### src/rtl/clkdiv_pkg.sv
package clkdiv_pkg;
  typedef enum logic {
    RatioFull = 1'b0,
    RatioHalf = 1'b1
  } ratio_e;
endpackage

### src/rtl/clkdiv_rst_sync.sv
module clkdiv_rst_sync (
  input  logic clk_i,
  input  logic rst_ni,
  output logic rst_no
);
  logic [1:0] sync_q;

  always_ff @(posedge clk_i or negedge rst_ni) begin
    if (!rst_ni) sync_q <= 2'b00;
    else         sync_q <= {sync_q[0], 1'b1};
  end

  assign rst_no = sync_q[1];
endmodule

### src/rtl/clkdiv_settle.sv
// Holds the accepted ratio; a differing request must persist WAIT edges.
module clkdiv_settle
  import clkdiv_pkg::*;
#(
  parameter int WAIT = 4
) (
  input  logic   clk_i,
  input  logic   rst_ni,
  input  logic   req_i,
  output ratio_e held_o
);
  localparam int CW = (WAIT < 2) ? 1 : $clog2(WAIT + 1);
  localparam logic [CW-1:0] LastCnt = CW'(WAIT - 1);

  ratio_e        held_q, held_d;
  logic [CW-1:0] cnt_q, cnt_d;
  logic          differs;

  assign differs = req_i != (held_q == RatioHalf);

  always_comb begin
    held_d = held_q;
    cnt_d  = cnt_q;
    if (!differs) begin
      cnt_d = '0;
    end else if (cnt_q == LastCnt) begin
      held_d = req_i ? RatioHalf : RatioFull;
      cnt_d  = '0;
    end else begin
      cnt_d = cnt_q + 1'b1;
    end
  end

  always_ff @(posedge clk_i or negedge rst_ni) begin
    if (!rst_ni) begin
      held_q <= RatioFull;
      cnt_q  <= '0;
    end else begin
      held_q <= held_d;
      cnt_q  <= cnt_d;
    end
  end

  assign held_o = held_q;
endmodule

### src/rtl/clkdiv_core.sv
// Divider counter and boundary-aligned ratio switch, one variant per ratio.
module clkdiv_core
  import clkdiv_pkg::*;
#(
  parameter int DIV = 2
) (
  input  logic   clk_i,
  input  logic   rst_ni,
  input  ratio_e target_i,
  output logic   phase_o,
  output ratio_e mode_o,
  output logic   clk_o
);
  logic   div_q, div_d;
  ratio_e mode_q, mode_d;

  if (DIV == 4) begin : g_div4
    logic hc_q, hc_d;
    logic toggle_en;

    // Toggle every edge when stepped, every second edge otherwise.
    assign toggle_en = (mode_q == RatioHalf) || hc_q;

    always_comb begin
      div_d  = div_q;
      mode_d = mode_q;
      hc_d   = 1'b1;
      if (toggle_en) begin
        div_d  = ~div_q;
        mode_d = target_i;
        hc_d   = 1'b0;
      end
    end

    always_ff @(posedge clk_i or negedge rst_ni) begin
      if (!rst_ni) hc_q <= 1'b0;
      else         hc_q <= hc_d;
    end

    assign clk_o = div_q;
  end else begin : g_div2
    logic enter_en, leave_en;

    // Enter pass-through where the output would rise anyway; leave with output high.
    assign enter_en = (mode_q == RatioFull) && !div_q && (target_i == RatioHalf);
    assign leave_en = (mode_q == RatioHalf) && (target_i == RatioFull);

    always_comb begin
      div_d  = div_q;
      mode_d = mode_q;
      if (enter_en) begin
        div_d  = 1'b1;
        mode_d = RatioHalf;
      end else if (leave_en) begin
        div_d  = 1'b1;
        mode_d = RatioFull;
      end else if (mode_q == RatioFull) begin
        div_d  = ~div_q;
      end
    end

    assign clk_o = (mode_q == RatioHalf) ? clk_i : div_q;
  end

  always_ff @(posedge clk_i or negedge rst_ni) begin
    if (!rst_ni) begin
      div_q  <= 1'b0;
      mode_q <= RatioFull;
    end else begin
      div_q  <= div_d;
      mode_q <= mode_d;
    end
  end

  assign phase_o = div_q;
  assign mode_o  = mode_q;
endmodule

### src/rtl/clkdiv_step.sv
module clkdiv_step
  import clkdiv_pkg::*;
#(
  parameter int DIV  = 2,
  parameter int WAIT = 4
) (
  input  logic clk_i,
  input  logic rst_ni,
  input  logic req_life_i,
  input  logic req_sw_i,
  input  logic scan_mode_i,
  output logic clk_div_o
);
  logic   rst_n_sync;
  logic   step_raw;
  ratio_e held_mode;
  ratio_e core_mode;
  logic   div_phase;

  assign step_raw = (req_life_i || req_sw_i) && !scan_mode_i;

  clkdiv_rst_sync u_rst (
    .clk_i  (clk_i),
    .rst_ni (rst_ni),
    .rst_no (rst_n_sync)
  );

  clkdiv_settle #(.WAIT(WAIT)) u_settle (
    .clk_i  (clk_i),
    .rst_ni (rst_n_sync),
    .req_i  (step_raw),
    .held_o (held_mode)
  );

  clkdiv_core #(.DIV(DIV)) u_core (
    .clk_i    (clk_i),
    .rst_ni   (rst_n_sync),
    .target_i (held_mode),
    .phase_o  (div_phase),
    .mode_o   (core_mode),
    .clk_o    (clk_div_o)
  );
endmodule

### config.mk
export PLATFORM = sky130hd
export DESIGN_NAME = clkdiv_step
export DESIGN_NICKNAME = d
export VERILOG_FILES = /design/src/rtl/clkdiv_pkg.sv /design/src/rtl/clkdiv_rst_sync.sv /design/src/rtl/clkdiv_settle.sv /design/src/rtl/clkdiv_core.sv /design/src/rtl/clkdiv_step.sv
export SDC_FILE = /design/constraint.sdc
export NUM_CORES = 1
export LEC_CHECK = 0
export BUFFER_PORTS_ARGS = -buffer_cell sky130_fd_sc_hd__clkbuf_2
export CORE_AREA = 4 4 41 43
export DETAILED_ROUTE_END_ITERATION = 7
export DIE_AREA = 0 0 45 47
export PLACE_DENSITY = 0.42
export SYNTH_ARGS = -nofsm -noshare
export SYNTH_HDL_FRONTEND = slang
export SYNTH_SLANG_ARGS = --single-unit
### constraint.sdc
create_clock -name clk_i -period 0.8 [get_ports clk_i]
set_input_delay 0.12 -clock clk_i [delete_from_list [all_inputs] [get_ports clk_i]]
set_output_delay 0.12 -clock clk_i [all_outputs]
set_load 0.02 [all_outputs]
# Word level (Yosys, flattened, before mapping)
# Index checks and enable logic that the tools add are counted.
# W data, S select, Z words.
# totals
out_inout_bits	1
ff_bits	8
word_cells	30
input_bits	5
# op_classes
bitwise_logic	3
addsub	1
eq_ne	3
mux	9
reduce_logical	9
# ops
op	n
$mux W1	7
$mux W3	2
$logic_and A1 B1 Y1	4
$add A3 B1 Y3 const B	1
$eq A3 B2 Y1 const B	1
$ne A3 B3 Y1 const B	1
$not A1 Y1	3
$logic_not A1 Y1	2
$reduce_and A2 Y1	1
$reduce_bool A2 Y1	1
$logic_or A1 B1 Y1	1
$ne A1 B1 Y1	1

# Depth between registers and ports, before layout
# Gate-level depths: netlist (run 1).
# logic_depth
ltp_word	4
ltp_mapped	4
depth_no_buf	4

# Modules after synthesis
# A second synthesis (run 1) with hierarchy kept.
# unflattened
hier_cells	23
hier_area_um2	321.6
# modules_own_cells
mod	cells_per_inst	n_inst	area_per_inst_um2
clkdiv_settle	11	1	166.4
clkdiv_core	8	1	91.3
clkdiv_rst_sync	3	1	53.8
clkdiv_step	1	1	10.0

==> results of run 1 <==
## flip-flops by register name (all words and copies together) (netlist names)
signal           count
u_core.mode_o        1
u_core.phase_o       1
u_rst.sync_q         2
u_settle.cnt_q       3
u_settle.held_o      1
## placed cells by master, fill, tap and decap left out, drive strengths merged
cell type	count
o21ai	1
dfrtp	8
nand2	4
nor2	1
nand3b	1
dlygate4sd3	1
nor3b	2
buf	4
ha	1
conb	1
and2	2
nand2b	2
o21bai	1
xor2	1
clkbuf	10
## tightest hold or removal path, stage by stage
cell      delay [ps]
clkbuf_2          70
o21bai_4         120
o21ai_1           70
## what timing repair did
item,4_1_cts,5_1_grt
hold buffers,1,0
setup endpoints to repair,9,9
pin swaps,0,1
gates resized for setup,5,4
hold endpoints to repair,2,0
buffers inserted,1,1
## layout make-up
class / count / area (µm²) / share of cell area [%]
multi-input cells: 17 / 170 / 33.8
flip-flops and latches: 8 / 201 / 40.0
repair buffers: 8 / 52.6 / 10.4
well taps: 15 / 18.8 / 3.73
clock buffers: 7 / 60.1 / 11.9
## cell families (layout without fill, tap and decap cells)
| group | after synthesis | count (layout) | synth area share, % |
|---|---|---|---|
| simple gates | 12 | 12 | 22.9 |
| flops | 8 | 8 | 60.1 |
| compound gates | 2 | 2 | 7.14 |
| fa+ha+maj | 1 | 1 | 3.76 |
| other cells | 1 | 1 | 1.13 |
| xor+xnor | 1 | 1 | 4.89 |
| buf+inv | 0 | 15 | 0 |
## synth_stat cells
cell type  n
dfrtp_1    8
nand2_1    4
and2_1     2
nand2b_1   2
nor3b_2    2
conb_1     1
ha_1       1
nand3b_1   1
nor2_1     1
o21ai_0    1
o21bai_4   1
xor2_2     1
## power by group
group	total, µW	internal [µW]	switching, µW
Clock	764	482	283
Sequential	656	534	121
Combinational	549	351	198
Total	1970	1370	602
## through the flow
stage	total power [µW]	std cells	TNS [ps]	util, %
2_1_floorplan	971	25	-87.0	-
3_3_place_gp	1090	46	-232	31.1
3_5_place_dp	1130	46	-369	31.1
4_1_cts	1860	54	-943	37.3
5_1_grt	2130	55	-1390	38.7
6_report	1970	55	-1080	38.7
## metal layers
layer / vias to the layer above / wire [µm] / global-route usage (%)
met4: 0 / 14 / 10.5
met2: 7 / 266 / 9.04
met3: 2 / 40 / 6.51
met1: 110 / 220 / 6.99
li1: 109 / - / -
met5: - / 0 / 0
## worst paths after layout
check / cells past startpoint / end / slack [ps]
max in group asynchronous: 0 / u_settle.held_o$_DFFE_PN0P_ / 480
min: 3 / u_settle.held_o$_DFFE_PN0P_ / 70
max reg2reg: 4 / u_core.mode_o$_DFFE_PN0P_ / -250
max: 3 / clk_div_o / -380
min in group asynchronous: 2 / u_rst.sync_q[1]$_DFF_PN0_ / 90
min reg2reg: 0 / u_settle.cnt_q[1]$_DFF_PN0_ / 100
==> impl_metrics.csv, run 1 <==
group,metric,value,unit
pwr,power_density,3910,nW/µm²
critical_path,slowest_stage,"dfrtp_1",
status,status,"complete, but fails checks",
critical_path,crit_required,680,ps
final_layout,final_area,503,µm²
floorplan,io_pins,6,
placement,place_ws,-82.8,ps
worst_hold_path,min_path_type,"in2reg",
synth,netlist_area,333,µm²
global_route,antenna_found_initial,0,
critical_path,worstPathMaxFanout,3,
sta,setup_ws,-378,ps
global_route,gr-usage-all-layers,7.73,%
synth,syn_nets,31,
route,wl_per_cell,9.84,µm
critical_path,critical-path-top-delay-family,"flip-flops",
final_layout,antenna_cells,0,
sta,whs,74.3,ps
synth,ys_types,12,
synth,synth.area.top_cells,"dfrtp_1 (60%), nor3b_2 (7.5%), o21bai_4 (5.6%)",
floorplan,start_util,25.6,%
critical_path,critical_path_buf_inv_count,1,
clocking,clk_pin_slew,50,ps
route,finalWirelength,541,µm
global_route,grt_start_max_net_pins,7,
route,via_count,228,
placement,port_buffers,5,
floorplan,fp.dieW,45,µm
critical_path,crit_path_start_kind,"flip-flop",
global_route,overflow,0,
critical_path,crit_path_end_kind,"output pin",
placement,hpwlAfterDp,415,µm
sta,finalCriticalPeriod,1180,ps
critical_path,setup.worst_path.class,"reg2out",
clocking,clk_latency,350,ps
final_layout,area_growth,51.1,%
sta,fmax,0.849,GHz
placement,routabilityCongestion,0.564,
placement,post_dp_cell_area,404,µm²
critical_path,reg2reg_from,"u_core.mode_o$_DFFE_PN0P_",
floorplan,die_h,47,µm
sta,finalHoldViolCount,0,
final_layout,nets,48,
route,final_antenna_net_count,0,
route,drc,0,
floorplan,rows,13,
global_route,grt_pass1_vias,248,
route,drt_iter0_markers,5,
route,avgViaCountPerCell,4.15,
job,drv_cap,0,
sta,fin_crit_sh,147,%
synth,synth_top_area_share,60.2,%
critical_path,crit_path_start,"u_core.mode_o$_DFFE_PN0P_",
pwr,peakVddDrop,1.77,mV
pwr,p_leak,0.000231,µW
global_route,grt_first_pass_wirelength,979,µm
synth,seq_area_frac_synth,60.2,%
final_layout,layout-drive-gt1-share,60.0,%
sta,skew,1.19,ps
synth,synthesis.instances,25,
clocking,cts_tree,"yes",
synth,synth_top_cell_by_area,"dfrtp_1",
route,first_pass_iters,3,
critical_path,crit_path_max_incr_delay,390,ps
status,violations,"setup timing",
worst_hold_path,hp-start,"scan_mode_i",
synth,ys_seq_elements,8,
sta,rsz0062_at_grt,"true",
sta,final_max_slew_viol_count,0,
critical_path,worstPathCellList,"nand2b_4 -> nand2_4 -> buf_8",
final_layout,fillCellCount,136,
floorplan,core,1300,µm²
synth,syn_area_per_cell,13.3,µm²
floorplan,die-area,2120,µm²
synth,synth_warnings,0,
sta,setup_viol,9,
critical_path,critical_path_arrival,1060,ps
Power figures use the tool's default switching activity.
==> run 2, diff against run 1 <==
- CORE_AREA: 4 4 41 43 -> 3 3 40 42
- DIE_AREA: 0 0 45 47 -> 0 0 43 45
==> impl_metrics.csv, run 2 (synthesis results as in run 1) <==
group,metric,value,unit
status,status,"complete, but fails checks",
status,violations,"setup timing",
global_route,grt_start_max_net_pins,7,
final_layout,largest_reg_flops,3,
route,dr_wl_met2,282,µm
critical_path,reg2reg_from,"u_core.mode_o$_DFFE_PN0P_",
critical_path,crit_path_max_incr_delay,400,ps
clocking,clk_latency,360,ps
critical_path,reg2regPathDepth,3,
sta,setup_ws,-390,ps
final_layout,largest_register,"u_settle.cnt_q",
floorplan,rows,13,
critical_path,worstPathMaxFanout,3,
route,wl_met3,29,µm
route,finalWirelength,545,µm
job,drv_cap,0,
global_route,gr-usage-all-layers,8.26,%
route,avgViaCountPerCell,4.14,
sta,whs,62.1,ps
placement,hpwlAfterDp,395,µm
floorplan,io_pins,6,
sta,rsz0062_at_grt,"true",
route,via_count,232,
final_layout,antenna_cells,0,
critical_path,critical_path_arrival,1070,ps
final_layout,area_growth,56.4,%
critical_path,crit_path_start,"u_core.mode_o$_DFFE_PN0P_",
critical_path,crit_path_start_kind,"flip-flop",
pwr,peakVddDrop,2.35,mV
global_route,antenna_found_initial,0,
floorplan,die-area,1940,µm²
sta,final_max_slew_viol_count,0,
final_layout,final_common_cell,"dfrtp_1",
clocking,cts_tree,"yes",
clocking,clk_pin_slew,60,ps
floorplan,die_h,45,µm
global_route,overflow,0,
sta,fin_crit_sh,149,%
route,drt_iter0_markers,3,
pwr,power_density,3980,nW/µm²
final_layout,reg.largest.list,"u_settle.cnt_q: 3 flops, u_rst.sync_q: 2 flops",
pwr,p_leak,0.000238,µW
critical_path,crit_path_end_kind,"output pin",
route,drc,0,
floorplan,start_util,25.9,%
sta,setup_viol,9,
route,wl_per_cell,9.73,µm
final_layout,final_cell_mix,"dfrtp_1 (7), clkbuf_4 (6), clkbuf_2 (4), buf_4 (4)",
placement,place_inst,46,
critical_path,crit_path_end,"clk_div_o",
final_layout,nets,49,
route,final_antenna_net_count,0,
sta,fmax,0.840,GHz
global_route,grt_first_pass_wirelength,1.05,mm
sta,finalCriticalPeriod,1190,ps
sta,finalHoldViolCount,0,
floorplan,fp.dieW,43,µm
route,first_pass_iters,2,
route,wl_met1,223,µm
critical_path,slowest_stage,"dfrtp_1",
critical_path,setup.worst_path.class,"reg2out",
global_route,grt_pass1_vias,282,
sta,skew,6.96,ps
final_layout,instances_no_fill,56,
critical_path,regToRegSetupSlack,-130,ps
route,highest_layer,"met4",
worst_hold_path,min_path_type,"in2reg",
critical_path,r2r_end,"u_core.mode_o$_DFFE_PN0P_",
sta,setup_tns,-995,ps
final_layout,layout-drive-gt1-share,70.7,%
floorplan,core,1280,µm²
placement,routabilityCongestion,0.625,
critical_path,crit_required,680,ps
critical_path,worstPathCellList,"nand2b_4 -> nand2_4 -> buf_8",
placement,port_buffers,5,
run 2: per-layer routing:
layer	GRT usage, %	vias up
li1	-	110
met1	8.25	114
met2	9.28	6
met3	6.37	2
met4	10.8	0
met5	0	-
run 2: timing repair:
action / CTS / global route
pin swaps: 1 / 5
setup endpoints to repair: 9 / 9
buffers inserted: 2 / 1
endpoints found under the hold margin: 2 / 0
gates resized for setup: 7 / 6
hold buffers: 1 / 0
run 2: worst min path at each step:
stage | cells after the start | from | to | slack [ps]
after CTS | 3 | scan_mode_i | u_settle.held_o$_DFFE_PN0P_ | 70
after floorplan | 0 | rst_ni | u_rst.sync_q[0]$_DFF_PN0_ | -180
after detailed placement | 1 | rst_ni | u_rst.sync_q[1]$_DFF_PN0_ | -90
after global routing | 3 | scan_mode_i | u_settle.held_o$_DFFE_PN0P_ | 70
final | 3 | scan_mode_i | u_settle.held_o$_DFFE_PN0P_ | 60
after global placement | 1 | rst_ni | u_rst.sync_q[1]$_DFF_PN0_ | -100
run 2: cell type report:
cell class | count | area, µm²
clock buffer | 7 | 60.1
fill | 132 | 764
multi-input combinational | 17 | 180
sequential | 8 | 201
tap | 15 | 18.8
timing repair buffer | 9 | 60.1
run 2: report_power, final:
| part | internal, µW | switching (µW) |
|---|---|---|
| clock network | 482 | 284 |
| logic | 416 | 235 |
| registers | 534 | 118 |
run 2: worst max-delay path: cells and delay by family, from the launching register on:
kind                   cells  cell delay (ps)
buffers and inverters      1              100
flip-flops                 1              400
AND/OR/NAND/NOR            2              220
run 2: per-stage QoR:
stage | area (µm²) | power (µW) | util (%) | setup slack (ps)
3_5_place_dp | 404 | 1120 | 31.5 | -87.3
6_report | 520 | 2070 | 40.5 | -390
2_1_floorplan | 353 | 971 | - | -45.4
3_3_place_gp | 404 | 1110 | 31.5 | -73.8
4_1_cts | 498 | 1940 | 38.8 | -419
5_1_grt | 520 | 2230 | 40.5 | -440
